### config.mk
export PLATFORM = sky130hd
export DESIGN_NAME = bus_firewall
export DESIGN_NICKNAME = d
export VERILOG_FILES = /design/src/rtl/fw_pkg.sv /design/src/rtl/fw_region_table.sv /design/src/rtl/fw_match.sv /design/src/rtl/fw_fault_log.sv /design/src/rtl/bus_firewall.sv
export SDC_FILE = /design/constraint.sdc
export NUM_CORES = 2
export LEC_CHECK = 0
export BUFFER_PORTS_ARGS = -buffer_cell sky130_fd_sc_hd__buf_2
export CORE_MARGIN = 4
export CORE_UTILIZATION = 50
export DETAILED_ROUTE_END_ITERATION = 6
export PLACE_DENSITY_LB_ADDON = 0.05
export SLEW_MARGIN = 20
export SYNTH_ARGS = -nofsm -noshare
export SYNTH_HDL_FRONTEND = slang
export SYNTH_HIERARCHICAL = 1
export SYNTH_SLANG_ARGS = --single-unit
### constraint.sdc
create_clock -name clk -period 24.4 [get_ports clk]
set_input_delay 1.22 -clock clk [delete_from_list [all_inputs] [get_ports clk]]
set_output_delay 1.22 -clock clk [all_outputs]
set_load 0.01 [all_outputs]
### src/rtl/fw_pkg.sv
// fw_pkg: shared widths, field codes and the region record of the firewall.
// Assumes a 32-bit address space and master IDs of MID_W bits.
package fw_pkg;
    localparam int ADDR_W  = 32;
    localparam int MID_W   = 3;
    localparam int NUM_MID = 1 << MID_W;

    typedef enum logic [1:0] {
        FLD_BASE   = 2'd0,
        FLD_LIMIT  = 2'd1,
        FLD_TARGET = 2'd2,
        FLD_ATTR   = 2'd3
    } cfg_field_e;

    typedef struct packed {
        logic [ADDR_W-1:0]  base;
        logic [ADDR_W-1:0]  limit;
        logic [ADDR_W-1:0]  target;
        logic [NUM_MID-1:0] mask;
        logic               sec_only;
        logic               en;
    } region_t;
endpackage

### src/rtl/fw_region_table.sv
// fw_region_table: holds the region records and applies configuration writes.
// Only the supervisor master ID may write. Other writes are dropped and
// flagged on cfg_reject one cycle later. All regions reset to disabled.
module fw_region_table
    import fw_pkg::*;
#(
    parameter int NUM_REGIONS = 8,
    parameter int SUPER_MID   = 7,
    localparam int IDX_W      = $clog2(NUM_REGIONS)
) (
    input  logic              clk,
    input  logic              rst_n,
    input  logic              cfg_valid,
    input  logic [MID_W-1:0]  cfg_mid,
    input  logic [IDX_W-1:0]  cfg_region,
    input  logic [1:0]        cfg_field,
    input  logic [ADDR_W-1:0] cfg_wdata,
    output region_t           regions [NUM_REGIONS],
    output logic              cfg_reject
);
    logic cfg_ok;
    assign cfg_ok = cfg_valid && (cfg_mid == MID_W'(SUPER_MID));

    // Flag a dropped, unauthorised configuration write.
    always_ff @(posedge clk) begin
        if (!rst_n) cfg_reject <= 1'b0;
        else        cfg_reject <= cfg_valid && !cfg_ok;
    end

    for (genvar g = 0; g < NUM_REGIONS; g++) begin : g_reg
        // Update one field of region g on an authorised write.
        always_ff @(posedge clk) begin
            if (!rst_n) begin
                regions[g] <= '0;
            end else if (cfg_ok && cfg_region == IDX_W'(g)) begin
                case (cfg_field_e'(cfg_field))
                    FLD_BASE:   regions[g].base   <= cfg_wdata;
                    FLD_LIMIT:  regions[g].limit  <= cfg_wdata;
                    FLD_TARGET: regions[g].target <= cfg_wdata;
                    default: begin
                        regions[g].en       <= cfg_wdata[0];
                        regions[g].sec_only <= cfg_wdata[1];
                        regions[g].mask     <= cfg_wdata[8 +: NUM_MID];
                    end
                endcase
            end
        end


        tbl_hold_chk: assert property (@(posedge clk) disable iff (!rst_n)
            (cfg_valid && cfg_mid != MID_W'(SUPER_MID)) |=> $stable(regions[g]));
    end
endmodule

### src/rtl/fw_match.sv
// fw_match: combinational region lookup. Finds the lowest-numbered enabled
// region whose inclusive window holds the address, then reports hit, the
// access verdict, the secure-only attribute and the remapped address.
module fw_match
    import fw_pkg::*;
#(
    parameter int NUM_REGIONS = 8
) (
    input  region_t            regions [NUM_REGIONS],
    input  logic [ADDR_W-1:0]  addr,
    input  logic               nonsec,
    input  logic [MID_W-1:0]   mid,
    output logic [NUM_REGIONS-1:0] sel_vec,
    output logic               hit,
    output logic               hit_sec,
    output logic               allow,
    output logic [ADDR_W-1:0]  xlat_addr
);
    logic [NUM_REGIONS-1:0] in_win;
    region_t                sel_r;

    for (genvar g = 0; g < NUM_REGIONS; g++) begin : g_win
        assign in_win[g] = regions[g].en && (addr >= regions[g].base)
                           && (addr <= regions[g].limit);
    end

    // Priority pick: the lowest index wins, then derive the verdict.
    always_comb begin
        sel_vec = '0;
        hit     = 1'b0;
        sel_r   = '0;
        for (int i = 0; i < NUM_REGIONS; i++) begin
            if (in_win[i] && !hit) begin
                sel_vec[i] = 1'b1;
                hit        = 1'b1;
                sel_r      = regions[i];
            end
        end
        hit_sec   = sel_r.sec_only;
        allow     = sel_r.mask[mid] && !(nonsec && sel_r.sec_only);
        xlat_addr = addr - sel_r.base + sel_r.target;
    end
endmodule

### src/rtl/fw_fault_log.sv
// fw_fault_log: captures the address and master ID of the first blocked
// transaction after reset and holds them until the next reset.
module fw_fault_log
    import fw_pkg::*;
(
    input  logic              clk,
    input  logic              rst_n,
    input  logic              blocked,
    input  logic [ADDR_W-1:0] addr,
    input  logic [MID_W-1:0]  mid,
    output logic              flt_valid,
    output logic [ADDR_W-1:0] flt_addr,
    output logic [MID_W-1:0]  flt_mid
);
    // Record the first fault only.
    always_ff @(posedge clk) begin
        if (!rst_n) begin
            flt_valid <= 1'b0;
            flt_addr  <= '0;
            flt_mid   <= '0;
        end else if (blocked && !flt_valid) begin
            flt_valid <= 1'b1;
            flt_addr  <= addr;
            flt_mid   <= mid;
        end
    end


    flt_sticky_chk: assert property (@(posedge clk) disable iff (!rst_n)
        flt_valid |=> (flt_valid && $stable(flt_addr) && $stable(flt_mid)));
endmodule

### src/rtl/bus_firewall.sv
// bus_firewall: checks each request against the region table, forwards a
// passing one with a remapped address one cycle later, and answers a
// blocked one with an error one cycle later. Assumes at most one request
// is outstanding, so the error and the downstream response never collide.
module bus_firewall
    import fw_pkg::*;
#(
    parameter int NUM_REGIONS = 8,
    parameter int SUPER_MID   = 7,
    localparam int IDX_W      = $clog2(NUM_REGIONS)
) (
    input  logic              clk,
    input  logic              rst_n,
    input  logic              lifecycle_secure,
    input  logic              req_valid,
    input  logic              req_write,
    input  logic              req_nonsec,
    input  logic [MID_W-1:0]  req_mid,
    input  logic [ADDR_W-1:0] req_addr,
    input  logic [ADDR_W-1:0] req_wdata,
    output logic              rsp_valid,
    output logic              rsp_err,
    output logic [ADDR_W-1:0] rsp_rdata,
    output logic              dn_valid,
    output logic              dn_write,
    output logic              dn_nonsec,
    output logic [MID_W-1:0]  dn_mid,
    output logic [ADDR_W-1:0] dn_addr,
    output logic [ADDR_W-1:0] dn_wdata,
    input  logic              dn_rsp_valid,
    input  logic              dn_rsp_err,
    input  logic [ADDR_W-1:0] dn_rsp_rdata,
    input  logic              cfg_valid,
    input  logic [MID_W-1:0]  cfg_mid,
    input  logic [IDX_W-1:0]  cfg_region,
    input  logic [1:0]        cfg_field,
    input  logic [ADDR_W-1:0] cfg_wdata,
    output logic              cfg_reject,
    output logic              flt_valid,
    output logic [ADDR_W-1:0] flt_addr,
    output logic [MID_W-1:0]  flt_mid
);
    region_t                regions [NUM_REGIONS];
    logic [NUM_REGIONS-1:0] m_sel;
    logic                   m_hit, m_hit_sec, m_allow;
    logic [ADDR_W-1:0]      m_xlat;
    logic                   pass, err_q;
    logic [ADDR_W-1:0]      fwd_addr;

    fw_region_table #(.NUM_REGIONS(NUM_REGIONS), .SUPER_MID(SUPER_MID)) u_tbl (
        .clk(clk), .rst_n(rst_n), .cfg_valid(cfg_valid), .cfg_mid(cfg_mid),
        .cfg_region(cfg_region), .cfg_field(cfg_field), .cfg_wdata(cfg_wdata),
        .regions(regions), .cfg_reject(cfg_reject)
    );

    fw_match #(.NUM_REGIONS(NUM_REGIONS)) u_match (
        .regions(regions), .addr(req_addr), .nonsec(req_nonsec), .mid(req_mid),
        .sel_vec(m_sel), .hit(m_hit), .hit_sec(m_hit_sec), .allow(m_allow),
        .xlat_addr(m_xlat)
    );

    // Verdict: the matching region decides; otherwise the lifecycle default applies.
    always_comb begin
        pass     = m_hit ? m_allow : !lifecycle_secure;
        fwd_addr = m_hit ? m_xlat  : req_addr;
    end

    // Register the forwarded request or the pending error response.
    always_ff @(posedge clk) begin
        if (!rst_n) begin
            dn_valid  <= 1'b0;
            err_q     <= 1'b0;
            dn_write  <= 1'b0;
            dn_nonsec <= 1'b0;
            dn_mid    <= '0;
            dn_addr   <= '0;
            dn_wdata  <= '0;
        end else begin
            dn_valid <= req_valid && pass;
            err_q    <= req_valid && !pass;
            if (req_valid && pass) begin
                dn_write  <= req_write;
                dn_nonsec <= req_nonsec;
                dn_mid    <= req_mid;
                dn_addr   <= fwd_addr;
                dn_wdata  <= req_wdata;
            end
        end
    end

    // Merge the local error with the downstream response.
    always_comb begin
        rsp_valid = err_q | dn_rsp_valid;
        rsp_err   = err_q | (dn_rsp_valid & dn_rsp_err);
        rsp_rdata = err_q ? '0 : dn_rsp_rdata;
    end

    fw_fault_log u_flt (
        .clk(clk), .rst_n(rst_n), .blocked(req_valid && !pass),
        .addr(req_addr), .mid(req_mid),
        .flt_valid(flt_valid), .flt_addr(flt_addr), .flt_mid(flt_mid)
    );


    sel_onehot_chk: assert property (@(posedge clk) disable iff (!rst_n)
        $onehot0(m_sel) && (m_hit == (m_sel != '0)));

    sec_block_chk: assert property (@(posedge clk) disable iff (!rst_n)
        (req_valid && req_nonsec && m_hit && m_hit_sec) |=> (rsp_err && !dn_valid));

    closed_default_chk: assert property (@(posedge clk) disable iff (!rst_n)
        (req_valid && !m_hit && lifecycle_secure) |=> (rsp_valid && !dn_valid));

    err_no_fwd_chk: assert property (@(posedge clk) disable iff (!rst_n)
        (rsp_valid && rsp_err && !dn_rsp_valid) |-> !dn_valid);

    fwd_mid_chk: assert property (@(posedge clk) disable iff (!rst_n)
        dn_valid |-> ($past(req_valid) && dn_mid == $past(req_mid)));
endmodule

==> metrics.txt <==
status=complete, no violations; CP endpoint kind=flip-flop; Leak=25.4 nW; CTS resizes=0; first-pass GRT wire length=256000 um; Post-Syn Area=0.0540 mm2; Int Pwr=2.68 mW; Max Fclk=0.0926 GHz; Critical Path Max Stage Delay=0.74 ns; dpl hpwl=114000 um; Cells after Synth=6045; Filler cells=9978; H-tree depth=3; DR vias=43600; crit path launch=req_addr[14]; Die H=337 um; Crit path top cell by count=o21ai_0; Net Sw Frac=0.254; Overall Global Routing Usage=0.291; 1st-pass router iterations=6; initial antenna violation count=6; Min Clock Period, post-route=10.80 ns; Post-Syn Area per Cell=8.94 um2; Total Power=3.60 mW; grt peak-use layer=met2; RR Startpoint=u_tbl/regions[798]; global route total overflow=0; io pins=289; # clock sinks=956; sequential share of power=0.439; drt drc=0; # setup viols final=0; final worst slack=13.60 ns; Worst-path clk slew=0.06 ns; worst hold path cell count=2; CTS tree=done; startpoint types=primary input; wire length per cell=22.2 um; Row Count=120; Core Util, Final=0.559; CP Capture Point=dn_addr[28]; M3 GR Usage=0.0375; Max Transition Viols Final=0; placed cell count=7441; Max VDD drop=0.0545 mV; Pwr Density=60.1 mW/mm2; final wirelength=170000 um; Post-CTS Setup Inserts=0; Final nets=6872; Final Hold Viols=0; core area=0.107 mm2; Critical Path AT=11.36 ns; Syn Nets=6768; Layout Skew=0.0267 ns; Synth Warn #=6; ratio of cells with drive above 1 in the final layout=0.103; pre-CTS setup slack=13.11 ns; die width=337 um; clock tree buffer depth=3; clk root buf=clkbuf_16; fin crit share=0.443; DIE AREA=0.113 mm2; initial DRC count=3304; Post-DP Area=0.0562 mm2; register-to-register path setup slack=14.23 ns; Max Cap Violations=0; IO Port Bufs=288; CTS Hold Bufs=0; Syn-to-layout area delta=10.8%; final std cells w/o fill=7648; crit path max fanout=51; GR met1 Demand/Resource=0.408; Slew @ Worst Pin=1.05 ns; largest net degree at the start of global routing=212; vias in the first global route=42200; Final Instance Area=0.0599 mm2; global placement routability congestion=0.872; relative slew slack=0.296; WHS=0.450 ns; kind of critical path=in2reg; clock network fraction of design power=0.470; vias per cell=5.70; Num CTS Buffers=108; Initial Util=0.504; Worst Hold Class=reg2reg; grt met2 use=0.467; worst r2r path cells=34; Final ANT Viol Nets=0; RSZ-0062 raised after global routing=no; clk_lat worst skew=0.70 ns; setup TNS=0 ns; logic gate share of total power=0.092; CP required=24.96 ns; Net Sw Power=0.912 mW; Slowest cell on crit path=or4_1; worst r2r dst=dn_addr[28]
## routing by layer
layer	part of all wire	up-vias
li1	-	21100
met1	0.47	21100
met2	0.45	1191
met3	0.058	227
met4	0.029	2
met5	0.000071	-
## how the worst min path moves through the flow
| stage | startpoint | endpoint |
|---|---|---|
| global placement | u_tbl/regions[433] | u_tbl/regions[433] |
| CTS | u_tbl/regions[428] | u_tbl/regions[428] |
| detailed placement | u_tbl/regions[433] | u_tbl/regions[433] |
| global route | u_tbl/regions[67] | u_tbl/regions[67] |
| floorplan | u_tbl/regions[6] | u_tbl/regions[6] |
| finish | u_tbl/regions[428] | u_tbl/regions[428] |
## power groups by stage
stage | registers [mW] | clock network [mW] | logic, mW
6_report | 1.58 | 1.69 | 0.329
5_1_grt | 1.58 | 1.79 | 0.363
4_1_cts | 1.58 | 1.72 | 0.327
3_5_place_dp | 1.61 | 0 | 0.325
3_3_place_gp | 1.61 | 0 | 0.321
2_1_floorplan | 1.62 | 0 | 0.197
## worst max-delay path, delay by kind of cell
| kind | cells | cell delay (ns) |
|---|---|---|
| buffers and inverters | 5 | 1.94 |
| AND/OR/NAND/NOR | 7 | 1.87 |
| adder cells (fa/ha/maj) | 3 | 1.30 |
| XOR/XNOR | 1 | 0.12 |
| AO/OA/AOI/OAI | 16 | 4.39 |
| multiplexers | 2 | 0.33 |
## final cells by class
cell class                 instances  area, um2  area share
inverter                         541       2030      0.0340
timing repair buffer             374       2140      0.0358
multi-input combinational       4168      31100       0.520
clock inverter                    36        424     0.00708
tap                             1403       1760      0.0293
sequential                       956      19100       0.320
clock buffer                     166       3250      0.0544
antenna                            4       10.0    0.000167
## sequential cells by signal (all words and copies together), names as in the netlist
name,cells
dn_write,1
dn_valid,1
u_flt/flt_valid,1
err_q,1
dn_wdata,32
u_tbl/regions,848
dn_addr,32
dn_nonsec,1
u_flt/flt_addr,32
u_tbl/cfg_reject,1
u_flt/flt_mid,3
dn_mid,3
## placed cells by master, fill, tap and decap left out, types with 28 or more instances in the layout
master        n
dfxtp_1     956
clkbuf_16   111
a211oi_1     28
a221o_1      59
nor2_1      122
buf_4        82
inv_1       539
ha_1        544
nand2_1    1230
nand4_1      88
clkbuf_1     28
mux2i_1     954
buf_2       287
nor2b_1      55
a21o_1       93
a21oi_1     222
fa_1         31
a22oi_1      65
a221oi_1     72
nand3_1      48
o21ai_0     157
mux2_2       32
(Power assumes the default switching activity.)
